### src/rtl/bsram_pkg.sv
`timescale 1ns/1ps
package bsram_pkg;
  localparam int LANES  = 4;
  localparam int BYTE_W = 8;
  localparam int WORD_W = LANES * (BYTE_W + 1);
  localparam int CNT_W  = 2;

  typedef enum logic [2:0] {
    OP_NONE,
    OP_START_P,
    OP_START_C,
    OP_START_CW,
    OP_DESEL,
    OP_CONT_WR,
    OP_CONT_RD
  } op_e;
endpackage

### src/rtl/bsram_lane_dec.sv
`timescale 1ns/1ps
module bsram_lane_dec #(
  parameter int LANES = 4
) (
  input  logic             glob_wr_ni,
  input  logic             byte_wr_ni,
  input  logic [LANES-1:0] lane_sel_ni,
  output logic [LANES-1:0] mask_o,
  output logic             any_o
);
  for (genvar k = 0; k < LANES; k++) begin : g_lane
    assign mask_o[k] = ~glob_wr_ni | (~byte_wr_ni & ~lane_sel_ni[k]);
  end
  assign any_o = |mask_o;
endmodule

### src/rtl/bsram_burst_gen.sv
`timescale 1ns/1ps
module bsram_burst_gen #(
  parameter int CNT_W = 2
) (
  input  logic [CNT_W-1:0] base_lo_i,
  input  logic [CNT_W-1:0] cnt_i,
  input  logic             ilv_i,
  output logic [CNT_W-1:0] cur_lo_o,
  output logic [CNT_W-1:0] nxt_lo_o
);
  logic [CNT_W-1:0] cnt_nxt;
  assign cnt_nxt  = cnt_i + CNT_W'(1);
  // linear order adds the count, interleaved order XORs it into the base
  assign cur_lo_o = ilv_i ? (base_lo_i ^ cnt_i)   : (base_lo_i + cnt_i);
  assign nxt_lo_o = ilv_i ? (base_lo_i ^ cnt_nxt) : (base_lo_i + cnt_nxt);
endmodule

### src/rtl/bsram_array.sv
`timescale 1ns/1ps
module bsram_array #(
  parameter int DEPTH  = 64,
  parameter int LANES  = 4,
  parameter int BYTE_W = 8,
  localparam int AW     = $clog2(DEPTH),
  localparam int WORD_W = LANES * (BYTE_W + 1)
) (
  input  logic              clk_i,
  input  logic              we_i,
  input  logic [LANES-1:0]  mask_i,
  input  logic [AW-1:0]     waddr_i,
  input  logic [WORD_W-1:0] wdata_i,
  input  logic [AW-1:0]     raddr_i,
  output logic [WORD_W-1:0] rdata_o
);
  for (genvar k = 0; k < LANES; k++) begin : g_lane
    logic [BYTE_W:0] mem_q [DEPTH];

    always_ff @(posedge clk_i) begin
      if (we_i && mask_i[k])
        mem_q[waddr_i] <= {wdata_i[LANES*BYTE_W+k], wdata_i[k*BYTE_W +: BYTE_W]};
    end

    assign rdata_o[k*BYTE_W +: BYTE_W] = mem_q[raddr_i][BYTE_W-1:0];
    assign rdata_o[LANES*BYTE_W+k]     = mem_q[raddr_i][BYTE_W];
  end
endmodule

### src/rtl/bsram_top.sv
`timescale 1ns/1ps
module bsram_top
  import bsram_pkg::*;
#(
  parameter int DEPTH = 64,
  localparam int AW = $clog2(DEPTH)
) (
  input  logic              clk_i,
  input  logic              rst_ni,
  input  logic [AW-1:0]     addr_i,
  input  logic              ce1_ni,
  input  logic              ce2_i,
  input  logic              ce3_ni,
  input  logic              proc_strb_ni,
  input  logic              ctrl_strb_ni,
  input  logic              adv_ni,
  input  logic              glob_wr_ni,
  input  logic              byte_wr_ni,
  input  logic [LANES-1:0]  lane_sel_ni,
  input  logic              out_en_ni,
  input  logic              snooze_i,
  input  logic              burst_ilv_i,
  input  logic [WORD_W-1:0] wdata_i,
  output logic [WORD_W-1:0] rdata_o,
  output logic              rdata_oe_o
);
  logic             sel_q, rd_q;
  logic [AW-1:0]    base_q;
  logic [CNT_W-1:0] cnt_q;
  logic [CNT_W-1:0] cur_lo, nxt_lo;
  logic [AW-1:0]    addr_cur, addr_nxt, waddr;
  logic [LANES-1:0] wr_mask;
  logic             wr_any, ce_ok, p_valid, mem_we;
  logic [WORD_W-1:0] arr_rd;
  op_e              op;

  bsram_lane_dec #(.LANES(LANES)) u_dec (
    .glob_wr_ni (glob_wr_ni),
    .byte_wr_ni (byte_wr_ni),
    .lane_sel_ni(lane_sel_ni),
    .mask_o     (wr_mask),
    .any_o      (wr_any)
  );

  bsram_burst_gen #(.CNT_W(CNT_W)) u_burst (
    .base_lo_i(base_q[CNT_W-1:0]),
    .cnt_i    (cnt_q),
    .ilv_i    (burst_ilv_i),
    .cur_lo_o (cur_lo),
    .nxt_lo_o (nxt_lo)
  );

  assign addr_cur = {base_q[AW-1:CNT_W], cur_lo};
  assign addr_nxt = {base_q[AW-1:CNT_W], nxt_lo};

  assign ce_ok   = ~ce1_ni & ce2_i & ~ce3_ni;
  assign p_valid = ~proc_strb_ni & ~ce1_ni;  // processor strobe is ignored while ce1 is high

  always_comb begin
    op = OP_NONE;
    if (!snooze_i) begin
      if (p_valid && ce_ok)       op = OP_START_P;
      else if (!ctrl_strb_ni)     op = ce_ok ? (wr_any ? OP_START_CW : OP_START_C) : OP_DESEL;
      else if (p_valid)           op = OP_DESEL;
      else if (sel_q) begin
        if (wr_any)               op = OP_CONT_WR;
        else if (!adv_ni)         op = OP_CONT_RD;
      end
    end
  end

  assign mem_we = (op == OP_START_CW) || (op == OP_CONT_WR);
  assign waddr  = (op == OP_START_CW) ? addr_i : (adv_ni ? addr_cur : addr_nxt);

  always_ff @(posedge clk_i or negedge rst_ni) begin
    if (!rst_ni) begin
      sel_q  <= 1'b0;
      rd_q   <= 1'b0;
      base_q <= '0;
      cnt_q  <= '0;
    end else begin
      unique case (op)
        OP_START_P, OP_START_C, OP_START_CW: begin
          base_q <= addr_i;
          cnt_q  <= '0;
          sel_q  <= 1'b1;
          rd_q   <= (op != OP_START_CW);
        end
        OP_DESEL: begin
          sel_q <= 1'b0;
          rd_q  <= 1'b0;
        end
        OP_CONT_WR: begin
          if (!adv_ni) cnt_q <= cnt_q + CNT_W'(1);
          rd_q <= 1'b0;
        end
        OP_CONT_RD: begin
          cnt_q <= cnt_q + CNT_W'(1);
          rd_q  <= 1'b1;
        end
        default: ;
      endcase
    end
  end

  bsram_array #(.DEPTH(DEPTH), .LANES(LANES), .BYTE_W(BYTE_W)) u_array (
    .clk_i  (clk_i),
    .we_i   (mem_we),
    .mask_i (wr_mask),
    .waddr_i(waddr),
    .wdata_i(wdata_i),
    .raddr_i(addr_cur),
    .rdata_o(arr_rd)
  );

  // flow-through read, drive dropped on any write qualifier
  assign rdata_oe_o = rd_q & ~out_en_ni & ~wr_any & ~snooze_i;
  assign rdata_o    = rdata_oe_o ? arr_rd : '0;

  AST_IDLE_NO_DRIVE: assert property (@(posedge clk_i) disable iff (!rst_ni)
    !rd_q |-> !rdata_oe_o);
  AST_START_LATCH: assert property (@(posedge clk_i) disable iff (!rst_ni)
    (op == OP_START_P || op == OP_START_C || op == OP_START_CW)
      |=> (addr_cur == $past(addr_i)));
  AST_DESEL_QUIET: assert property (@(posedge clk_i) disable iff (!rst_ni)
    (op == OP_DESEL) |=> !rdata_oe_o);
  AST_PROC_NO_WRITE: assert property (@(posedge clk_i) disable iff (!rst_ni)
    (op == OP_START_P) |-> !mem_we);
  AST_BURST_WRAP: assert property (@(posedge clk_i) disable iff (!rst_ni)
    (op == OP_CONT_RD) |=> (addr_cur[AW-1:CNT_W] == $past(addr_cur[AW-1:CNT_W])));
  AST_WRITE_QUIET: assert property (@(posedge clk_i) disable iff (!rst_ni)
    mem_we |-> !rdata_oe_o);
  AST_SNOOZE_FREEZE: assert property (@(posedge clk_i) disable iff (!rst_ni)
    snooze_i |=> ($stable(addr_cur) && $stable(rd_q) && $stable(sel_q)));
endmodule

### config.mk
export PLATFORM = sky130hd
export DESIGN_NAME = bsram_top
export DESIGN_NICKNAME = d
export VERILOG_FILES = /design/src/rtl/bsram_pkg.sv /design/src/rtl/bsram_lane_dec.sv /design/src/rtl/bsram_burst_gen.sv /design/src/rtl/bsram_array.sv /design/src/rtl/bsram_top.sv
export SDC_FILE = /design/constraint.sdc
export NUM_CORES = 2
export LEC_CHECK = 0
export BUFFER_PORTS_ARGS = -buffer_cell sky130_fd_sc_hd__buf_2
export CORE_ASPECT_RATIO = 0.6
export CORE_MARGIN = 4
export CORE_UTILIZATION = 58
export DETAILED_ROUTE_END_ITERATION = 8
export HOLD_SLACK_MARGIN = 0.15
export PLACE_DENSITY = 0.74
export SYNTH_ARGS = -nofsm -noshare
export SYNTH_HDL_FRONTEND = slang
export SYNTH_SLANG_ARGS = --single-unit
### constraint.sdc
create_clock -name clk_i -period 4.56 [get_ports clk_i]
set_input_delay 0.456 -clock clk_i [delete_from_list [all_inputs] [get_ports clk_i]]
set_output_delay 0.456 -clock clk_i [all_outputs]
set_load 0.05 [all_outputs]
==> qor.yml <==
io_buffers: 95
avgSynthCellArea_um2: 17.7
yosysWarnings: 0
ir_worst_vdd_mv: 0.622
post_drt_wl_per_cell_um: 36.2
dr.pass1.iters: 9
synth-edff-count: 2304
powerDensity_nw_per_um2: 630
clock_latency_ps: 880
hold_class: "in -> reg"
cp-end-kind: "output pin"
worst_clock_skew_ps: 64.2
cts_tree: "done"
yosys-top-cells-area: "edfxtp_1 (73%), mux4_2 (11%), nand2_1 (2.0%), mux2i_1 (1.7%), nor2_1 (1.4%)"
ff2ff_setup_slack_ps: 180
cp.arrival_ps: 4170
outcome: "complete, but fails checks"
setup_slack_ps: -66.0
grt_max_degree: 92
wirelength_um: 292000
final_layout_size_suffix_gt1_share_pct: 26.2
grt_pass1_vias: 54200
worstHoldEndpoint: "u_array.g_lane[3].mem_q[8][7]"
switchingPower_uw: 23700
nFillCells: 10000
async_flop_share_pct: 0.432
hold_violations: 0
yosysTopAreaCell: "edfxtp_1"
violations: "DRC, setup timing"
rr_worst_depth: 12
syn-cell-area_um2: 94100
setup_tns_ps: -255
clockBufferDepth: 4
clk_pin_slew_worst_paths_ps: 70
ios: 96
fmax_mhz: 216
nNetsFinal: 5814
cts_buffers: 204
worstHoldStart: "wdata_i[31]"
cts_max_level: 4
drc: 11
path_class: "reg -> out"
die_width_um: 528
swShare_pct: 34.7
cts.sink_count: 2314
power.share.clock_pct: 25.5
viasPerCell: 7.18
power_frac_comb_pct: 39.8
cap_viol_max_count: 0
fp.coreArea_um2: 161000
whs_path_depth: 1
antenna_found_initial: 24
row_count: 114
rsz0062_at_grt: "yes"
synth_ff_type: "edfxtp_1"
finalSetupViolCount: 8
startpoint_type: "flip-flop"
worst_slew_pin_slew_ps: 1420
syn_inst: 5324
syn-num-nets: 5385
vias: 58000
dp_hpwl_um: 181000
drt_iter0_drc: 11600
seq_area_um2: 69400
track_usage_pct: 34.0
die_h_um: 320
yosysSeqAreaShare_pct: 73.8
power.leakage_uw: 0.0350
start_util_pct: 58.4
pwr-share-seq_pct: 34.7
period_needed_ps: 4630
internal_power_uw: 44600
synth_top_cell_area_share_pct: 73.5
synth.distinct_cells: 66
grt_pass1_wl_um: 407000
synth-seq-cells: 2314
worstReg2RegEnd: "u_array.g_lane[0].mem_q[17][2]"
die_area_um2: 169000
gp_congestion: 0.948
gr-total-overflow: 0
multi_input_area_um2: 24100
fin_crit_sh_pct: 101
rr_startpoint: "base_q[0]"
p_total_uw: 68300
cp.required_ps: 4100
slew_headroom_pct: 4.74
clockRootBuffer: "clkbuf_16"
area_growth_pct: 15.2
dpl_worst_slack_ps: -300
maxSlewViolCount: 0
worstPathMaxFanout: 9
ant_nets: 0
-- per-layer routing --
metal / vias up / routed length (µm) / global-route usage [%]
li1: 22500 / - / -
met1: 29100 / 104000 / 49.7
met2: 5438 / 119000 / 44.4
met3: 833 / 54100 / 15.3
met4: 22 / 14700 / 14.0
met5: - / 356 / 0.306
-- cells by family (layout without fill, tap and decap cells) --
kind of cell             after synthesis  count (layout)  share of synthesized area, %
other                                  0              19                             0
adder cells (fa/ha/maj)                2               2                        0.0266
AO/OA/AOI/OAI                        701             701                          5.59
flip-flops                          2314            2314                          73.8
AND/OR/NAND/NOR                     1253            1253                          5.77
buffers and inverters                389             973                          1.79
multiplexers                         659             659                          12.9
XOR/XNOR                               6               6                         0.133
-- layout by cell type (no fill, tap or decap), types with 39 or more instances in the layout --
cell       netlist  layout
edfxtp_1      2304    2304
mux4_2         440     440
buf_4           29     423
clkbuf_16        0     211
o221ai_1        54      50
a31oi_1         49      48
buf_12           0      44
clkinv_1         0      49
nand3_1        124     113
a311oi_1        54      54
nand2_1        505     493
mux2_2          57      57
a221oi_1        73      40
nor2_1         361     355
nand2b_1        55      54
nor3_1          88      84
o31ai_1         54      52
o211ai_1        49      49
o22ai_1         53      39
mux2i_1        162     162
buf_2           52      65
a21oi_1         65      65
o21ai_0         87      87
-- worst max-delay path, stage by stage (launching register included) --
cell and delay (ps):
dfrtp_2 440, ha_4 200, and2b_4 230, xnor2_4 190
buf_12 180, buf_12 170, buf_12 120, mux4_2 490
a22o_1 260, nor4_4 360, buf_4 190, o22ai_1 70
buf_4 180, buf_4 190
-- power by group through the flow --
stage	clock network [µW]	registers, µW	logic [µW]
6_report	17400	23700	27200
5_1_grt	18400	23700	28100
4_1_cts	17400	23700	25300
3_5_place_dp	0	24100	22900
3_3_place_gp	0	24100	22600
2_1_floorplan	0	24000	14800
-- repair_timing --
action                                  in CTS  in global routing
gates resized for setup                    137                120
endpoints found under the setup margin      36                 35
pin swaps                                   18                 22
hold buffers                                 9                  0
setup buffers                               47                 22
cloned                                       9                  4
hold endpoints to repair                    17                  0
-- synthesized netlist by cell type (all sizes together), types with 6 or more instances --
master and count:
edfxtp 2304, nand2 505, mux4 440, nor2 361
clkbuf 242, mux2i 162, buf 135, nand3 124
nor3 88, o21ai 87, a221oi 73, a21oi 65
mux2 57, o31ai 56, a311oi 55, nand2b 55
o221ai 54, o22ai 53, a31oi 49, o211ai 49
nor4 41, nand4 32, a31o 27, a22o 18
a311o 18, a32o 18, o221a 18, o22a 16
a22oi 12, inv 12, or4 11, dfrtp 10
a32oi 9, a21o 6, and2 6, and3 6
nor2b 6, or3 6
-- worst max-delay path by stage --
stage / end / from / cells after the start / slack (ps)
2_1_floorplan: rdata_o[11] / glob_wr_ni / 6 / 210
3_3_place_gp: rdata_o[6] / base_q[0] / 10 / -360
3_5_place_dp: rdata_o[6] / base_q[0] / 10 / -300
4_1_cts: rdata_o[20] / base_q[0] / 12 / -80
5_1_grt: rdata_o[15] / base_q[0] / 12 / -120
6_report: rdata_o[35] / base_q[0] / 13 / -70
-- stage by stage --
stage / utilization, % / hold slack, ps / cells / instance area [µm²]
2_1_floorplan: - / 160 / 5324 / 94100
3_3_place_gp: 61.7 / 377 / 7605 / 99400
3_5_place_dp: 61.7 / 391 / 7605 / 99400
4_1_cts: 66.7 / 195 / 8030 / 107000
5_1_grt: 67.2 / 226 / 8061 / 108000
6_report: 67.3 / 250 / 8073 / 108000
-- registers in the layout, indices dropped and copies added (netlist names) --
name / flops
base_q: 6
cnt_q: 2
rd_q: 1
sel_q: 1
u_array.g_lane.mem_q: 2304
-- layout make-up --
cell class	instances	share of cell area, %
diodes	19	0.0439
clock buffers	243	4.90
clock inverters	118	1.10
inverters	12	0.0415
multi-input cells	2621	22.2
flip-flops and latches	2314	64.1
well taps	2146	2.48
repair buffers	600	5.18
Note: power is estimated with default switching activity, not from simulation.
